--- src/rtl/alias_tbl_pkg.sv ---
// Package: shared types for the advanced load alias table.
// Assumes nothing beyond IEEE 1800-2017 enumerations.
package alias_tbl_pkg;

    // Outcome of one check request
    typedef enum logic [1:0] {
        VERDICT_NONE     = 2'd0,
        VERDICT_OK       = 2'd1,
        VERDICT_RELOAD   = 2'd2,
        VERDICT_REDIRECT = 2'd3
    } verdict_e;

endpackage

--- src/rtl/alias_index_hash.sv ---
// Module: alias_index_hash
// Folds a register number into a slot index by XOR of IDX_W-bit chunks.
// Assumes REG_W >= 1 and IDX_W >= 1; purely combinational.
module alias_index_hash #(
    parameter int REG_W = 7,
    parameter int IDX_W = 4
) (
    input  logic [REG_W-1:0] reg_i,
    output logic [IDX_W-1:0] idx_o
);
    localparam int FOLDS = (REG_W + IDX_W - 1) / IDX_W;
    localparam int PAD_W = FOLDS * IDX_W;

    logic [PAD_W-1:0] padded;

    // Zero-extend the register number to a whole number of chunks
    always_comb begin
        padded = '0;
        padded[REG_W-1:0] = reg_i;
    end

    // XOR all chunks together
    always_comb begin
        idx_o = '0;
        for (int i = 0; i < FOLDS; i++) begin
            idx_o = idx_o ^ padded[i*IDX_W +: IDX_W];
        end
    end
endmodule

--- src/rtl/alias_entry.sv ---
// Module: alias_entry
// One slot of the table: holds armed bit, register tag and recorded address.
// A store to the same aligned block disarms it unless the slot is being
// written in the same cycle (allocation wins). Assumes synchronous reset.
module alias_entry #(
    parameter int REG_W     = 7,
    parameter int ADDR_W    = 32,
    parameter int BLK_SHIFT = 3
) (
    input  logic              clk,
    input  logic              rst_n,
    input  logic              alloc_en,
    input  logic [REG_W-1:0]  alloc_reg,
    input  logic [ADDR_W-1:0] alloc_addr,
    input  logic              st_valid,
    input  logic [ADDR_W-1:0] st_addr,
    output logic              valid_o,
    output logic [REG_W-1:0]  tag_o,
    output logic [ADDR_W-1:0] addr_o
);
    localparam int BLK_W = ADDR_W - BLK_SHIFT;

    logic [BLK_W-1:0] own_blk;
    logic [BLK_W-1:0] st_blk;
    logic             st_hit;

    // Block numbers of the recorded address and of the store
    always_comb begin
        own_blk = addr_o[ADDR_W-1:BLK_SHIFT];
        st_blk  = st_addr[ADDR_W-1:BLK_SHIFT];
        st_hit  = st_valid && valid_o && (own_blk == st_blk);
    end

    // Slot state: allocate, or disarm on an aliasing store
    always_ff @(posedge clk) begin
        if (!rst_n) begin
            valid_o <= 1'b0;
            tag_o   <= '0;
            addr_o  <= '0;
        end else if (alloc_en) begin
            valid_o <= 1'b1;
            tag_o   <= alloc_reg;
            addr_o  <= alloc_addr;
        end else if (st_hit) begin
            valid_o <= 1'b0;
        end
    end

    AST_ALLOC_ARMS: assert property (@(posedge clk) disable iff (!rst_n)
        alloc_en |=> (valid_o && tag_o == $past(alloc_reg) && addr_o == $past(alloc_addr)));
    AST_STORE_DISARMS: assert property (@(posedge clk) disable iff (!rst_n)
        (st_valid && valid_o && !alloc_en && addr_o[ADDR_W-1:BLK_SHIFT] == st_addr[ADDR_W-1:BLK_SHIFT]) |=> !valid_o);
    AST_ALLOC_WINS: assert property (@(posedge clk) disable iff (!rst_n)
        (alloc_en && st_valid && alloc_addr[ADDR_W-1:BLK_SHIFT] == st_addr[ADDR_W-1:BLK_SHIFT]) |=> valid_o);
endmodule

--- src/rtl/alias_check_resolve.sv ---
// Module: alias_check_resolve
// Turns a check request and the selected slot into a registered verdict:
// no-op, reload or redirect, each a one-cycle pulse. Assumes the slot
// contents presented are those from before this cycle's updates.
module alias_check_resolve
    import alias_tbl_pkg::*;
#(
    parameter int REG_W  = 7,
    parameter int ADDR_W = 32
) (
    input  logic              clk,
    input  logic              rst_n,
    input  logic              chk_valid,
    input  logic [REG_W-1:0]  chk_reg,
    input  logic              chk_branch,
    input  logic              sel_valid,
    input  logic [REG_W-1:0]  sel_tag,
    input  logic [ADDR_W-1:0] sel_addr,
    output logic              ok_o,
    output logic              reload_o,
    output logic [REG_W-1:0]  reload_reg_o,
    output logic [ADDR_W-1:0] reload_addr_o,
    output logic              redirect_o,
    output logic [REG_W-1:0]  redirect_reg_o
);
    verdict_e         verdict;
    logic             tag_match;
    logic [ADDR_W-1:0] known_addr;

    // Decide the outcome of this cycle's check
    always_comb begin
        tag_match  = (sel_tag == chk_reg);
        known_addr = tag_match ? sel_addr : '0;
        if (!chk_valid)                  verdict = VERDICT_NONE;
        else if (tag_match && sel_valid) verdict = VERDICT_OK;
        else if (chk_branch)             verdict = VERDICT_REDIRECT;
        else                             verdict = VERDICT_RELOAD;
    end

    // Register the verdict into single-cycle output pulses
    always_ff @(posedge clk) begin
        if (!rst_n) begin
            ok_o           <= 1'b0;
            reload_o       <= 1'b0;
            reload_reg_o   <= '0;
            reload_addr_o  <= '0;
            redirect_o     <= 1'b0;
            redirect_reg_o <= '0;
        end else begin
            ok_o           <= (verdict == VERDICT_OK);
            reload_o       <= (verdict == VERDICT_RELOAD);
            reload_reg_o   <= (verdict == VERDICT_RELOAD) ? chk_reg : '0;
            reload_addr_o  <= (verdict == VERDICT_RELOAD) ? known_addr : '0;
            redirect_o     <= (verdict == VERDICT_REDIRECT);
            redirect_reg_o <= (verdict == VERDICT_REDIRECT) ? chk_reg : '0;
        end
    end

    AST_ONE_VERDICT: assert property (@(posedge clk) disable iff (!rst_n)
        $onehot0({ok_o, reload_o, redirect_o}));
    AST_PULSE_NEEDS_CHECK: assert property (@(posedge clk) disable iff (!rst_n)
        (ok_o || reload_o || redirect_o) |-> $past(chk_valid));
    AST_REDIRECT_ONLY_BRANCH: assert property (@(posedge clk) disable iff (!rst_n)
        redirect_o |-> $past(chk_branch));
    AST_RELOAD_ONLY_PLAIN: assert property (@(posedge clk) disable iff (!rst_n)
        reload_o |-> !$past(chk_branch));
endmodule

--- src/rtl/adv_load_alias_table.sv ---
// Module: adv_load_alias_table (top)
// Table of hoisted loads indexed by a fold of the destination register.
// Stores disarm matching 8-byte blocks; checks answer with no-op, reload
// or redirect one cycle later. Assumes one request of each kind per cycle.
module adv_load_alias_table #(
    parameter int REG_W     = 7,
    parameter int ADDR_W    = 32,
    parameter int IDX_W     = 4,
    parameter int BLK_SHIFT = 3
) (
    input  logic              clk,
    input  logic              rst_n,
    input  logic              adv_valid,
    input  logic [REG_W-1:0]  adv_reg,
    input  logic [ADDR_W-1:0] adv_addr,
    input  logic              st_valid,
    input  logic [ADDR_W-1:0] st_addr,
    input  logic              chk_valid,
    input  logic [REG_W-1:0]  chk_reg,
    input  logic              chk_branch,
    output logic              chk_ok,
    output logic              reload_valid,
    output logic [REG_W-1:0]  reload_reg,
    output logic [ADDR_W-1:0] reload_addr,
    output logic              redirect_valid,
    output logic [REG_W-1:0]  redirect_reg
);
    localparam int ENTRIES = 1 << IDX_W;

    logic [IDX_W-1:0]  adv_idx;
    logic [IDX_W-1:0]  chk_idx;
    logic [ENTRIES-1:0] ent_valid;
    logic [REG_W-1:0]  ent_tag  [ENTRIES];
    logic [ADDR_W-1:0] ent_addr [ENTRIES];
    logic              sel_valid;
    logic [REG_W-1:0]  sel_tag;
    logic [ADDR_W-1:0] sel_addr;

    alias_index_hash #(.REG_W(REG_W), .IDX_W(IDX_W)) u_hash_adv (
        .reg_i (adv_reg),
        .idx_o (adv_idx)
    );

    alias_index_hash #(.REG_W(REG_W), .IDX_W(IDX_W)) u_hash_chk (
        .reg_i (chk_reg),
        .idx_o (chk_idx)
    );

    for (genvar e = 0; e < ENTRIES; e++) begin : g_slot
        alias_entry #(
            .REG_W     (REG_W),
            .ADDR_W    (ADDR_W),
            .BLK_SHIFT (BLK_SHIFT)
        ) u_slot (
            .clk        (clk),
            .rst_n      (rst_n),
            .alloc_en   (adv_valid && (adv_idx == IDX_W'(e))),
            .alloc_reg  (adv_reg),
            .alloc_addr (adv_addr),
            .st_valid   (st_valid),
            .st_addr    (st_addr),
            .valid_o    (ent_valid[e]),
            .tag_o      (ent_tag[e]),
            .addr_o     (ent_addr[e])
        );
    end

    // Read the slot named by the check
    always_comb begin
        sel_valid = ent_valid[chk_idx];
        sel_tag   = ent_tag[chk_idx];
        sel_addr  = ent_addr[chk_idx];
    end

    alias_check_resolve #(.REG_W(REG_W), .ADDR_W(ADDR_W)) u_resolve (
        .clk            (clk),
        .rst_n          (rst_n),
        .chk_valid      (chk_valid),
        .chk_reg        (chk_reg),
        .chk_branch     (chk_branch),
        .sel_valid      (sel_valid),
        .sel_tag        (sel_tag),
        .sel_addr       (sel_addr),
        .ok_o           (chk_ok),
        .reload_o       (reload_valid),
        .reload_reg_o   (reload_reg),
        .reload_addr_o  (reload_addr),
        .redirect_o     (redirect_valid),
        .redirect_reg_o (redirect_reg)
    );

    AST_CHECK_ANSWERED: assert property (@(posedge clk) disable iff (!rst_n)
        chk_valid |=> (chk_ok || reload_valid || redirect_valid));
    AST_ANSWER_REG: assert property (@(posedge clk) disable iff (!rst_n)
        (reload_valid || redirect_valid) |-> ((reload_reg | redirect_reg) == $past(chk_reg)));
endmodule

--- config.mk ---
export PLATFORM = sky130hd
export DESIGN_NAME = adv_load_alias_table
export DESIGN_NICKNAME = d
export VERILOG_FILES = /design/src/rtl/alias_tbl_pkg.sv /design/src/rtl/alias_index_hash.sv /design/src/rtl/alias_entry.sv /design/src/rtl/alias_check_resolve.sv /design/src/rtl/adv_load_alias_table.sv
export SDC_FILE = /design/constraint.sdc
export NUM_CORES = 2
export LEC_CHECK = 0
export ABC_AREA = 1
export BUFFER_PORTS_ARGS = -buffer_cell sky130_fd_sc_hd__clkbuf_2
export CAP_MARGIN = 20
export CELL_PAD_IN_SITES_DETAIL_PLACEMENT = 1
export CELL_PAD_IN_SITES_GLOBAL_PLACEMENT = 1
export CORE_UTILIZATION = 35
export CTS_CLUSTER_DIAMETER = 120
export DETAILED_ROUTE_END_ITERATION = 10
export HOLD_SLACK_MARGIN = 0.15
export PLACE_DENSITY_LB_ADDON = 0.25
export SLEW_MARGIN = 15
export SYNTH_ARGS = -nofsm -noshare
export SYNTH_HDL_FRONTEND = slang
export SYNTH_SLANG_ARGS = --single-unit
--- constraint.sdc ---
create_clock -name clk -period 3.5 [get_ports clk]
set_input_delay 0.525 -clock clk [delete_from_list [all_inputs] [get_ports clk]]
set_output_delay 0.525 -clock clk [all_outputs]
set_load 0.1 [all_outputs]
==> flow_metrics.py <==
metrics = {
    "layout": {
        "fillCellCount": 12100,
        "final_core_util": 0.410,
        "fin_nets": 4990,
        "area_growth_pct": 16.3,
        "final_layout_size_suffix_gt1_frac": 0.104,
    },
    "detailed_routing": {
        "route.antenna.remaining_nets": 0,
        "via_per_inst": 6.10,
        "vias": 38100,
        "drt_pre_antenna_iters": 6,
        "drt-initial-drc-count": 5058,
        "drt_wl_total_um": 190000,
        "avgRoutedWirePerCell_um": 30.3,
        "drc": 0,
    },
    "min_path": {
        "whs_path_depth": 3,
        "hold_class": "in2reg",
    },
    "sta": {
        "finalHoldViolations": 0,
        "rsz0062_at_grt": "no",
        "slew_violations": 0,
        "fmax_ghz": 0.355,
        "finalCriticalPeriod_ns": 2.82,
        "tns_ns": 0,
        "setup_violations": 0,
        "worst_pin_slew_ns": 1.16,
        "skew_ns": 0.0223,
        "relSlewSlack": 0.227,
        "layout_worst_path_cycle_share": 0.805,
        "setup_ws_ns": 0.682,
    },
    "grt": {
        "gr-total-overflow": 0,
        "grt_max_degree": 137,
        "grt_first_pass_wirelength_um": 267000,
        "track_usage": 0.375,
        "grt_pass1_vias": 36400,
        "grt_antenna_before_repair": 22,
    },
    "logic_synthesis": {
        "synth_top_family_by_area": "compound AO/OA/AOI/OAI gates",
        "ys_types": 40,
        "ys_ff_latch": 689,
        "synth-simple-area-share": 0.193,
        "synth_area_um2": 34000,
        "yosys.area.top_type": "dfxtp_1",
        "synth.area.top_cells": "dfxtp_1 41%, o21ai_0 13%, nor2_1 8.6%",
        "synth-compound-area-share": 0.272,
        "synth.top_cell.area_share": 0.405,
        "synth_xor_area_frac": 0.0368,
        "ys_seq_area_frac": 0.405,
        "synth.area.mux_share": 0,
        "synth_fa_ha_area_frac": 0,
        "netlist_instances": 4914,
        "syn_nets": 4998,
        "synth_warnings": 0,
        "synth_area_per_cell_um2": 6.93,
    },
    "placement": {
        "dpl_worst_slack_ns": 0.286,
        "place_hpwl_um": 132000,
        "gp_congestion": 1.06,
        "port-buffer-count": 129,
    },
    "power": {
        "finalPower_w": 0.0211,
        "power_density_nw_per_um2": 533,
        "ir_worst_vdd_uv": 371,
        "power_leakage_nw": 15.4,
    },
    "job": {
        "max_cap_viol_count": 0,
    },
    "cts": {
        "cts_buffers": 84,
        "cts_sinks": 689,
        "cts_buffer_depth": 3,
        "clkLatencyLatePin_ns": 0.68,
        "cts_tree": "yes",
        "path_clk_slew_ns": 0.06,
        "cts_max_level": 3,
        "post_cts_resized": 0,
        "cts_root_buffer": "clkbuf_16",
    },
    "setup_path": {
        "crit_path_top_delay_cell": "nor2_1",
        "critPathKind": "in2reg",
        "reg2reg_slack_ns": 1.00,
        "path_max_fanout": 66,
        "worstPathArrival_ns": 3.35,
        "path_cells": "dlygate4sd3_1, clkbuf_2, or2_1, nand2_1, inv_1, nand3_1, nor2_1, inv_2, buf_12, o21ai_0, a21oi_1",
        "cp-start-kind": "input pin",
        "slowest_delay_ns": 0.89,
        "cp.required_ns": 4.03,
        "rr_worst_depth": 7,
        "crit_path_end_kind": "flip-flop",
    },
    "floorplanning": {
        "die_h_um": 314,
        "rows": 114,
        "start_util": 0.353,
        "chipWidth_um": 314,
        "ios": 133,
        "fp.dieArea_um2": 98500,
        "core-area_um2": 96600,
    },
    "run_status": {
        "outcome": "completed",
    },
}
cell type report:
type	count	area, um2	share of cell area
Antenna cell	9	22.5	0.000569
Clock buffer	110	2380	0.0601
Clock inverter	42	561	0.0142
Inverter	388	1460	0.0368
Multi-Input combinational cell	3413	17200	0.434
Sequential cell	689	13800	0.348
Tap cell	1276	1600	0.0403
Timing Repair Buffer	330	2610	0.0659
power breakdown:
part | switching (W) | internal (W)
Clock | 0.00385 | 0.00569
Sequential | 0.000191 | 0.00807
Combinational | 0.00242 | 0.000894
Total | 0.00646 | 0.0146
worst max-delay path, delay by kind of cell:
kind	cells	cell delay [ns]
and+or+nand+nor	4	1.36
buffers and inverters	5	1.09
AOI/OAI and AO/OA	2	0.31
routing by layer:
metal  part of all wire  global-route usage  wire [um]  vias up
met1               0.41               0.499      77700    18900
li1                   -                   -          -    16700
met5            0.00015                   0         29        -
met4              0.077               0.264      14600        4
met2               0.42               0.546      79000     2064
met3              0.097              0.0708      18500      532
metrics by stage:
stage / hold WS (ns) / cell area, um2 / cells
2_1_floorplan: 0.415 / 34000 / 4914
3_3_place_gp: 0.426 / 36600 / 6092
3_5_place_dp: 0.437 / 36600 / 6092
4_1_cts: 0.160 / 39500 / 6246
5_1_grt: 0.199 / 39600 / 6255
6_report: 0.186 / 39600 / 6257
timing repair:
item | in CTS | in global routing
buffers inserted | 0 | 0
hold endpoints to repair | 2 | 0
hold buffers | 2 | 0
synth_stat cells:
cell,instances
nand4_2,1
dfxtp_1,689
buf_6,7
nand2_4,1
nand4_1,30
inv_1,373
nor2_1,780
xnor2_1,24
clkbuf_1,360
nand2_2,2
a2111oi_0,5
o21ai_1,28
xor2_1,119
nand3_1,141
buf_4,6
a221oi_1,26
nor3_1,45
nor2_2,12
nand2_1,556
buf_2,39
or2_2,2
nor4_1,35
o21ai_0,857
a211oi_1,1
o221ai_1,103
and3_1,1
buf_1,12
a21oi_1,381
o22ai_1,148
o31ai_1,4
o2111ai_1,64
o211ai_1,2
inv_2,4
clkinv_1,11
or2_1,1
nand3b_1,1
nor3b_1,4
a31oi_1,33
or4_1,2
nor4b_1,4
registers in the layout, indices dropped and copies added (netlist names):
| name | count |
|---|---|
| g_slot.u_slot.addr_o | 512 |
| u_resolve.reload_o | 1 |
| u_resolve.reload_reg_o | 7 |
| u_resolve.reload_addr_o | 32 |
| u_resolve.redirect_o | 1 |
| u_resolve.redirect_reg_o | 7 |
| g_slot.u_slot.tag_o | 112 |
| u_resolve.ok_o | 1 |
| g_slot.u_slot.valid_o | 16 |
path summary, 6_finish.rpt:
kind,start,endpoint
hold reg to reg,g_slot[0].u_slot.tag_o[3],g_slot[0].u_slot.tag_o[3]
setup reg to reg,g_slot[0].u_slot.addr_o[5],g_slot[0].u_slot.valid_o
setup / recovery,adv_reg[6],g_slot[5].u_slot.addr_o[14]
hold / removal,chk_reg[2],u_resolve.redirect_reg_o[2]
layout by cell type (no fill, tap or decap), types with 20 or more instances in the layout:
| cell | instances |
|---|---|
| nor2_2 | 20 |
| nand2_1 | 555 |
| a21oi_1 | 381 |
| inv_1 | 363 |
| nand4_1 | 30 |
| a221oi_1 | 26 |
| clkbuf_16 | 85 |
| buf_4 | 164 |
| o21ai_1 | 28 |
| o22ai_1 | 148 |
| buf_12 | 35 |
| dfxtp_1 | 689 |
| xnor2_1 | 23 |
| o221ai_1 | 103 |
| o2111ai_1 | 64 |
| nor4_1 | 35 |
| a31oi_1 | 33 |
| nor2_1 | 768 |
| nand3_1 | 141 |
| clkbuf_2 | 128 |
| o21ai_0 | 857 |
| nor3_1 | 45 |
| xor2_1 | 119 |
logic make-up (layout without fill, tap and decap cells):
| group | Yosys count | in the layout |
|---|---|---|
| buf+inv | 812 | 870 |
| xor+xnor | 143 | 143 |
| other cells | 0 | 9 |
| compound gates | 1652 | 1652 |
| simple gates | 1618 | 1618 |
| flops | 689 | 689 |
Note: power is estimated with default switching activity, not from simulation.
